<file path="src/rtl/fetch_seq.sv">
module fetch_seq #(
  parameter int DLY_W = 8
) (
  input  logic             clk,
  input  logic             rst_n,
  input  logic             activate_i,
  input  logic [DLY_W-1:0] act_delay_i,
  input  logic             suspend_i,
  input  logic             switch_out_i,
  input  logic             drain_req_i,
  output logic             drain_ack_o,
  output logic             if_req_o,
  input  logic             if_accept_i,
  input  logic             if_retry_i,
  input  logic             if_fault_i,
  input  logic             if_rsp_i,
  input  logic             if_is_mem_i,
  input  logic             if_lock_fail_i,
  output logic             d_req_o,
  input  logic             d_accept_i,
  input  logic             d_retry_i,
  input  logic             d_rsp_i,
  output logic             inst_valid_o,
  output logic             fault_redirect_o,
  output logic             data_done_o,
  output logic             busy_o,
  output logic             err_o,
  output logic [2:0]       state_o
);

  typedef enum logic [2:0] {
    S_IDLE = 3'd0, S_RUN = 3'd1, S_IRETRY = 3'd2, S_IWAIT = 3'd3,
    S_DRETRY = 3'd4, S_DWAIT = 3'd5, S_SWOUT = 3'd6
  } st_t;

  st_t st, st_n;
  logic [DLY_W-1:0] cnt, cnt_n;
  logic drained, err;
  logic fetch_go, quiet, illegal, drain_done;

  assign fetch_go = (st == S_RUN) && (cnt == '0) && !drain_req_i && !suspend_i && !switch_out_i;
  assign fault_redirect_o = fetch_go && if_fault_i;
  assign if_req_o = (fetch_go && !if_fault_i) || (st == S_IRETRY && if_retry_i);
  assign inst_valid_o = (st == S_IWAIT) && if_rsp_i && !drain_req_i;
  assign d_req_o = (inst_valid_o && if_is_mem_i && !if_lock_fail_i) || (st == S_DRETRY && d_retry_i);
  assign data_done_o = (st == S_DWAIT) && d_rsp_i;
  assign busy_o = (st == S_IRETRY) || (st == S_IWAIT) || (st == S_DRETRY) || (st == S_DWAIT);
  assign quiet = (st == S_IDLE) || (st == S_RUN) || (st == S_SWOUT);
  assign drain_done = quiet || (st == S_IWAIT && if_rsp_i) || data_done_o;
  assign drain_ack_o = drained;
  assign err_o = err;
  assign state_o = st;

  assign illegal = (suspend_i && st != S_RUN) || (activate_i && st != S_IDLE) ||
                   (switch_out_i && !(st == S_RUN || st == S_IDLE)) ||
                   (if_retry_i && st != S_IRETRY) || (d_retry_i && st != S_DRETRY) ||
                   (if_rsp_i && st != S_IWAIT) || (d_rsp_i && st != S_DWAIT);

  always_comb begin
    st_n  = st;
    cnt_n = cnt;
    case (st)
      S_IDLE:
        if (switch_out_i) st_n = S_SWOUT;
        else if (activate_i) begin
          st_n  = S_RUN;
          cnt_n = act_delay_i;
        end
      S_RUN:
        if (switch_out_i) begin
          st_n  = S_SWOUT;
          cnt_n = '0;
        end else if (suspend_i) begin
          st_n  = S_IDLE;
          cnt_n = '0;
        end else if (cnt != '0) cnt_n = cnt - 1'b1;
        else if (if_req_o) st_n = if_accept_i ? S_IWAIT : S_IRETRY;
      S_IRETRY:
        if (if_retry_i && if_accept_i) st_n = S_IWAIT;
      S_IWAIT:
        if (if_rsp_i) begin
          if (d_req_o) st_n = d_accept_i ? S_DWAIT : S_DRETRY;
          else st_n = S_RUN;
        end
      S_DRETRY:
        if (d_retry_i && d_accept_i) st_n = S_DWAIT;
      S_DWAIT:
        if (d_rsp_i) st_n = S_RUN;
      default: st_n = st;
    endcase
  end

  always_ff @(posedge clk) begin
    if (!rst_n) begin
      st      <= S_IDLE;
      cnt     <= '0;
      drained <= 1'b0;
      err     <= 1'b0;
    end else begin
      st      <= st_n;
      cnt     <= cnt_n;
      drained <= drain_req_i && (drained || drain_done);
      err     <= err || illegal;
    end
  end

  p_one_req_r13: assert property (@(posedge clk) disable iff (!rst_n) !(if_req_o && d_req_o));
  p_accept_wait_r3: assert property (@(posedge clk) disable iff (!rst_n)
    (st == S_RUN && if_req_o && if_accept_i) |=> (st == S_IWAIT));
  p_retry_hold_r4: assert property (@(posedge clk) disable iff (!rst_n)
    (st == S_IRETRY && !if_retry_i) |=> (st == S_IRETRY));
  p_suspend_idle_r10: assert property (@(posedge clk) disable iff (!rst_n)
    (st == S_RUN && suspend_i && !switch_out_i) |=> (st == S_IDLE));
  p_lock_skip_r7: assert property (@(posedge clk) disable iff (!rst_n)
    (st == S_IWAIT && if_rsp_i && if_lock_fail_i) |-> !d_req_o);
  p_drain_nofetch_r9: assert property (@(posedge clk) disable iff (!rst_n)
    (drain_ack_o && drain_req_i) |-> !if_req_o);
  p_err_sticky_r12: assert property (@(posedge clk) disable iff (!rst_n) err_o |=> err_o);

endmodule

</file>
<file path="config.mk">
export PLATFORM = sky130hd
export DESIGN_NAME = fetch_seq
export DESIGN_NICKNAME = d
export VERILOG_FILES = /design/src/rtl/fetch_seq.sv
export SDC_FILE = /design/constraint.sdc
export NUM_CORES = 1
export LEC_CHECK = 0
export CAP_MARGIN = 5
export CORE_MARGIN = 2
export CORE_UTILIZATION = 35
export DETAILED_ROUTE_END_ITERATION = 8
export PLACE_DENSITY_LB_ADDON = 0.25
export SETUP_SLACK_MARGIN = 0.05
export SLEW_MARGIN = 25
export SYNTH_ARGS = -nofsm -noshare
export SYNTH_HDL_FRONTEND = slang
export SYNTH_SLANG_ARGS = --single-unit
</file>
<file path="constraint.sdc">
create_clock -name clk -period 3.01 [get_ports clk]
set_input_delay 0.602 -clock clk [delete_from_list [all_inputs] [get_ports clk]]
set_output_delay 0.602 -clock clk [all_outputs]
set_load 0.02 [all_outputs]
</file>
# Yosys cells after proc, flatten, opt, wreduce, memory -nomap -nowiden
# Cells that the tools add are included.
dict set report word_totals {
  reg_bits 13
  latchBits 0
  ramBits 0
  romBits 0
  inputBits 23
  out_inout_bits 11
  word_cells 100
  memories 0
}
dict set report classes {
  n_addsub 1
  multipliers 0
  n_div 0
  n_lt_le_gt_ge 0
  n_eq_ne 21
  shift 0
  muxes 20
  bitwise_logic 0
  reduce_logical 54
}
# op n
set op_table {}
lappend op_table {{2-to-1 mux 8 bit} 5}
lappend op_table {{2-to-1 mux 3 bit} 11}
lappend op_table {{logical AND 1 bit} 23}
lappend op_table {{case mux 3 bit (6 select lines)} 1}
lappend op_table {{logical OR 1 bit} 17}
lappend op_table {{case mux 8 bit (2 select lines)} 1}
lappend op_table {{equality test 3 bit (second input constant)} 3}
lappend op_table {{inequality test 3 bit (second input constant)} 3}
lappend op_table {{logical NOT 8 bit} 1}
lappend op_table {{inequality test 2 bit (second input constant)} 4}
lappend op_table {{inequality test 4 bit (second input constant)} 2}
lappend op_table {{AND reduction 8 bit} 1}
lappend op_table {{nonzero test 8 bit} 1}
lappend op_table {{subtractor 8 x 1 -> 8 bit (second input constant)} 1}
lappend op_table {{equality test 3 x 2 -> 1 bit (second input constant)} 2}
lappend op_table {{logical NOT 1 bit} 6}
lappend op_table {{inequality test 3 x 2 -> 1 bit (second input constant)} 2}
lappend op_table {{nonzero test 6 bit} 1}
lappend op_table {{inequality test 2 x 1 -> 1 bit (second input constant)} 2}
lappend op_table {{inequality test 4 x 3 -> 1 bit (second input constant)} 1}
lappend op_table {{AND reduction 4 bit} 1}
lappend op_table {{equality test 3 x 1 -> 1 bit (second input constant)} 1}
lappend op_table {{logical NOT 3 bit} 1}
lappend op_table {{inequality test 3 x 1 -> 1 bit (second input constant)} 1}
lappend op_table {{other kinds (3)} 4}

# Logic depth before layout (Yosys ltp)
# Gate-level depths: netlist of the first run.
dict set report depth {
  depth_word 12
  ltp_mapped 7
  ltp_nobuf 7
}

# Worst setup path after synthesis of the first run
# OpenSTA, ideal clock, no wires.
dict set report synth_timing {
  path_kind {register -> output}
  from {reg st[0] (netlist: state_o[0])}
  to {out fault_redirect_o}
  arrival_ns 2.070
  required_time_ns 2.408
  setup_slack_ns 0.338
  stages_incl_launch_ff 5
  path_buffers 1
  cell_sequence {dfxtp_1 > or3b_1 > or3_1 > buf_2 > nor4_1}
}
dict set report synth_via {
  elab_chain_len 6
}
# item line_no
set synth_lines {}
lappend synth_lines {{start: declaration} 36} ;# st_t st, st_n;
lappend synth_lines {{start signal: assignment} 100} ;# st <= st_n;
lappend synth_lines {{equality test 3 x 1 -> 1 bit} 41} ;# assign fetch_go = (st == S_RUN) && (cnt == '0) && !drain_req_i && !suspend_i && !switch_out_i;
lappend synth_lines {{logical AND 1 bit (4 in series)} 41}
lappend synth_lines {{logical AND 1 bit} 42} ;# assign fault_redirect_o = fetch_go && if_fault_i;
lappend synth_lines {{end: declaration} 24} ;# output logic fault_redirect_o,
# No other way between the ends.

# Final worst setup path of the first run
dict set report layout_timing {
  from {in switch_out_i}
  to {out if_req_o}
}
dict set report layout_via {
  elab_chain_len 4
}
# item line_no
set layout_lines {}
lappend layout_lines {{start: declaration} 9} ;# input logic switch_out_i,
lappend layout_lines {{logical NOT 1 bit} 41}
lappend layout_lines {{logical AND 1 bit} 41}
lappend layout_lines {{logical AND 1 bit} 43} ;# assign if_req_o = (fetch_go && !if_fault_i) || (st == S_IRETRY && if_retry_i);
lappend layout_lines {{logical OR 1 bit} 43}
lappend layout_lines {{end: declaration} 12} ;# output logic if_req_o,
# No other way between the ends.

==> flow_metrics.tcl, run 1 <==
set metrics [dict create \
    grt_overflow 0 \
    max_freq_mhz 352 \
    final.period_utilization_pct 94.4 \
    clock_path_buffers 2 \
    reg2reg_slack_ns 0.83 \
    grt_pass1_vias 1249 \
    synth_edf_count 0 \
    register_area_um2 260 \
    grt_max_degree 19 \
    synth_nets 178 \
    nNetsFinal 222 \
    top_layer "met4" \
    cts_hold_buf 0 \
    port_buffers 33 \
    start_kind "primary input" \
    gp_congestion 0.822 \
    critPathKind "primary input to output port" \
    power_w 0.00129 \
    dpl_cell_area_mm2 0.00156 \
    fin_crit_ns 2.84 \
    postLayoutCellArea_mm2 0.00159 \
    vias_per_cell 5.34 \
    status "complete, no violations" \
    clkLatencyLatePin_ns 0.27 \
    cap_violations 0 \
    cts_setup_buffers 0 \
    start_util_pct 36.3 \
    critical_path.cell_chain "clkdlybuf4s50_1 > or3_1 > or4_1 > o31ai_1 > buf_2" \
    die_h_um 60.0 \
    numCtsBuffers 3 \
    synth_cell_types 41 \
    dpl.hpwl_um 2520 \
    utilization_pct 52.4 \
    clk_pin_slew_ns 0.08 \
    antenna_found_initial 0 \
    synth-seq-area-share_pct 23.7 \
    final-hold-violation-count 0 \
    skew_ns 0.00570 \
    yosys_warnings 0 \
    synth_cells 150 \
    num_rows 20 \
    ir_drop_uv 365 \
    num_vias 1265 \
    ant_nets 0 \
    p_leak_nw 0.640 \
    r2r_start "state_o[0]" \
    critical_path_arrival_ns 2.24 \
    critical_path.slowest_cell "or4_1" \
    r2r_cells 6 \
    syn-cell-area_mm2 0.00110 \
    drcViolationCount 0 \
    met2_length_um 1660 \
    critPathMaxStageDelay_ns 0.51 \
    fillers 310 \
    drive_above_1_share_pct 10.4 \
    cp.required_ns 2.41 \
    ios 34 \
    async_flop_share_pct 0 \
    slew_headroom_pct 48.3 \
    syn_avg_cell_area_um2 7.32 \
    hold_class "flip-flop to flip-flop" \
    root_buffer "clkbuf_4" \
    synth.top_cell.area_share_pct 23.7 \
    worstMarginPinSlew_ns 0.768 \
    wl_um 3270 \
    cts_tree "done" \
    final-setup-viol-count 0 \
    cp-startpoint "switch_out_i" \
    grt_first_pass_wirelength_um 5570 \
    synth_common_cells "nand2_1 (14), dfxtp_1 (13), nor2_1 (13), inv_1 (12)" \
    multi_input_area_um2 767 \
    ys_seq_elements 13 \
    netlist.top_cell.by_area "dfxtp_1" \
    met3WireLength_um 128 \
    finalMaxSlewViolations 0 \
    layout.cells.non_filler 237 \
    wl_met1_um 1430 \
    worst-path-max-fanout 2 \
    design.core.area_mm2 0.00303 \
    cts.sinks 13 \
    syn_to_final_growth_pct 44.3 \
    wl_per_cell_um 13.8 \
    rsz0062_at_grt "false" \
    num_antenna_cells 0 \
    yosys-top-cells-area "dfxtp_1 (24%), ha_1 (5.7%), nand2_1 (4.8%)" \
    r2r-end "cnt[6]" \
    drt_iter0_markers 42 \
    yosysMostFrequentCell "nand2_1" \
    grt_use_total_pct 20.3 \
    dieArea_mm2 0.00360 \
    synth-main-ff-cell "dfxtp_1" \
    htree_levels 1 \
    cellPowerDensity_mw_per_mm2 811 \
    crit_path_end "if_req_o" \
    die_w_um 60.0 \
    dp.cells 233 \
    holdWs_ns 0.479 \
    drt_first_pass_iters 4 \
    crit_path_end_kind "output port" \
]
==> registers in the layout, summed over array words and instances (netlist names) <==
signal / count
state_o: 3
cnt: 8
err_o: 1
drain_ack_o: 1
==> how the worst min path moves through the flow <==
stage                      start      to  cells after the start
after detailed placement  cnt[7]  cnt[7]                      2
final                     cnt[7]  cnt[7]                      2
after CTS                 cnt[7]  cnt[7]                      2
after global placement    cnt[7]  cnt[7]                      2
after floorplan           cnt[7]  cnt[7]                      2
after global routing      cnt[7]  cnt[7]                      2
==> layout by cell type (no fill, tap or decap), types with 2 or more instances in the layout <==
cell type,Yosys,layout
clkdlybuf4s50_1,0,30
nand2_1,14,14
buf_4,0,14
nor2_1,13,13
dfxtp_1,13,13
inv_1,12,12
o21ai_0,8,8
a21oi_1,8,8
nand2b_1,5,5
nor2b_1,5,5
a211oi_1,5,5
ha_1,5,5
nor4_1,4,4
a32o_1,4,4
nor3_1,4,4
a221oi_1,3,3
o22ai_1,3,3
a22oi_1,3,3
mux2i_1,3,3
clkbuf_4,0,3
or3b_1,2,2
or3_1,2,2
nand3_1,2,2
o31ai_1,2,2
a31oi_1,2,2
a22o_1,2,2
o211ai_1,2,2
a41oi_1,2,2
o21ai_1,2,2
==> stage by stage <==
stage	setup TNS, ns	setup WS (ns)
finish	0	0.169
global route	0	0.0857
CTS	0	0.0655
detailed placement	-0.394	-0.296
global placement	-0.364	-0.262
floorplan	0	0.338
==> cell type report <==
cell class	instances	share of cell area, %
clock buffer	4	1.66
inverter	12	2.84
multi-input combinational	117	48.4
sequential	13	16.4
tap	44	3.47
timing repair buffer	47	27.2
==> kinds of logic (layout without fill, tap and decap cells) <==
kind of cell | Yosys count | after routing | share of synthesized area (%)
compound gates | 51 | 51 | 33.0
xor+xnor | 1 | 1 | 0.797
fa+ha+maj | 5 | 5 | 5.69
buf+inv | 20 | 63 | 7.06
flops | 13 | 13 | 23.7
mux | 3 | 3 | 2.73
simple gates | 57 | 57 | 27.0
==> layer usage <==
layer	vias to the layer above	track usage (%)
met5	-	0
met1	579	25.8
met4	0	8.57
met3	6	2.81
li1	648	-
met2	32	34.0
==> what timing repair did <==
item                       4_1_cts  5_1_grt
pin swaps                        0        0
gates cloned                     0        0
setup endpoints to repair        3        1
resized for setup                7        1
==> where the power goes <==
part / internal [W] / switching (W)
Sequential: 0.000225 / 0.0000367
Clock: 0.0000513 / 0.0000583
Combinational: 0.000406 / 0.000508
Total: 0.000682 / 0.000603
==> worst max-delay path: cells and delay by family <==
family | cells | cell delay (ns)
simple gates | 2 | 0.91
buf+inv | 2 | 0.63
compound gates | 1 | 0.09
Note: power is estimated with default switching activity, not from simulation.
==> run 2: changes to the inputs <==
CORE_ASPECT_RATIO = 1.1   (was unset)
==> run 2 against run 1 <==
Compared with the run above: sequential power about the same; power up 0.21%; sequential share of layout area up 0.20 points; largest cell class unchanged.
==> flow_metrics.tcl, run 2 (same netlist as run 1, synthesis figures left out) <==
set metrics [dict create \
    status "complete, no violations" \
    num_antenna_cells 0 \
    tns_ns 0 \
    layout_common_cells "clkdlybuf4s50_1 (30), nand2_1 (14), buf_4 (14)" \
    die_w_um 57.4 \
    final-setup-viol-count 0 \
    worst-path-max-fanout 7 \
    grt_max_degree 19 \
    vias_per_cell 5.74 \
    wl_per_cell_um 14.6 \
    drive_above_1_share_pct 9.84 \
    cts_hold_buf 0 \
    worstMarginPinSlew_ns 0.792 \
    pwr-share-clk_pct 8.6 \
    skew_ns 0.00867 \
    num_rows 21 \
    grt_use_total_pct 19.2 \
    critPathBufInv 3 \
    combPwrFrac_pct 71.2 \
    start_kind "primary input" \
    layout.cells.non_filler 227 \
    ios 34 \
    grt_pass1_vias 1270 \
    grt_first_pass_wirelength_um 5550 \
    drt_iter0_markers 48 \
    postLayoutCellArea_mm2 0.00157 \
    clkLatencyLatePin_ns 0.28 \
    port_buffers 33 \
    design.core.area_mm2 0.00302 \
    critPathKind "primary input to output port" \
    num_vias 1302 \
    cap_violations 0 \
    worst_path_dominant_cell_family "buffers and inverters" \
    critical_path_arrival_ns 2.21 \
    reg2reg_slack_ns 0.93 \
    dp.cells 223 \
    fin_crit_ns 2.81 \
    syn_to_final_growth_pct 42.6 \
    cts.sinks 13 \
    antenna_found_initial 0 \
    drt_first_pass_iters 4 \
    dpl.hpwl_um 2610 \
    cts_tree "done" \
    nNetsFinal 222 \
    ir_drop_uv 425 \
    critical_path.slowest_cell "clkdlybuf4s50_1" \
    dpl_cell_area_mm2 0.00154 \
    rsz0062_at_grt "false" \
    final.period_utilization_pct 93.4 \
    critical_path.cell_chain "clkdlybuf4s50_1 > or3_1 > buf_4 > nor4_1 > dlygate4sd2_1" \
    numCtsBuffers 3 \
    drcViolationCount 0 \
    p_int_w 0.000682 \
    slew_headroom_pct 46.7 \
    switching_power_w 0.000606 \
    crit_path_end_kind "output port" \
    critPathMaxStageDelay_ns 0.43 \
    largest_register_ff_count 8 \
    clock_path_buffers 2 \
    sw_frac_of_total_pct 47.0 \
    hold_class "flip-flop to flip-flop" \
    cts_setup_buffers 0 \
    final_common_cell "clkdlybuf4s50_1" \
    p_seq_share_pct 20.3 \
    grt_overflow 0 \
    p_leak_nw 0.639 \
    max_freq_mhz 356 \
    start_util_pct 36.4 \
    ant_nets 0 \
    htree_levels 1 \
    die_h_um 62.8 \
    root_buffer "clkbuf_4" \
    cellPowerDensity_mw_per_mm2 822 \
    finalMaxSlewViolations 0 \
    wl_um 3320 \
    cp.required_ns 2.41 \
    dieArea_mm2 0.00360 \
    gp_congestion 0.875 \
    top_register "cnt" \
    clk_pin_slew_ns 0.08 \
    final-hold-violation-count 0 \
]
## run 2: area by class of cell
type | count | area (um^2)
Inverter | 12 | 45.0
Fill cell | 307 | 1460
Sequential cell | 13 | 260
Tap cell | 34 | 42.5
Multi-Input combinational cell | 117 | 761
Clock buffer | 4 | 26.3
Timing Repair Buffer | 47 | 432
## run 2: path summary, 6_finish.rpt
kind,startpoint,end,cells past startpoint
worst max-delay path,switch_out_i,fault_redirect_o,5
worst max register to register,state_o[0],cnt[6],6
worst min register to register,cnt[7],cnt[7],2
worst min-delay path,cnt[7],cnt[7],2
## run 2: timing repair
item / CTS / global route
endpoints found under the setup margin: 2 / 2
resized for setup: 2 / 4
pin swaps: 0 / 0
## run 2: tightest hold or removal path, stage by stage (launching register included)
cell and delay, ns:
dfxtp_1 0.31, o21ai_0 0.07, a21oi_1 0.06
## run 2: per-layer routing
| layer | track usage [%] | wire length (um) |
|---|---|---|
| met3 | 2.69 | 160 |
| met2 | 33.4 | 1700 |
| met5 | 0 | 0 |
| met4 | 7.56 | 37 |
| met1 | 23.2 | 1430 |
## run 2: through the flow
| stage | hold slack [ns] | total power (W) | setup slack [ns] | utilization (%) |
|---|---|---|---|---|
| final | 0.487 | 0.00129 | 0.200 | 51.8 |
| after global routing | 0.531 | 0.00140 | 0.105 | 51.8 |
| after CTS | 0.491 | 0.00129 | 0.0492 | 51.9 |
| after detailed placement | 0.478 | 0.00118 | -0.217 | 51.1 |
| after global placement | 0.460 | 0.00117 | -0.235 | 51.1 |
| after floorplan | 0.450 | 0.000866 | 0.338 | - |
## run 2: power by group through the flow
stage,clock (W),combinational [W],sequential [W]
after floorplan,0,0.000568,0.000297
after global placement,0,0.000905,0.000262
after detailed placement,0,0.000914,0.000265
after CTS,0.000114,0.000918,0.000261
after global routing,0.000122,0.00101,0.000271
final,0.000110,0.000917,0.000261
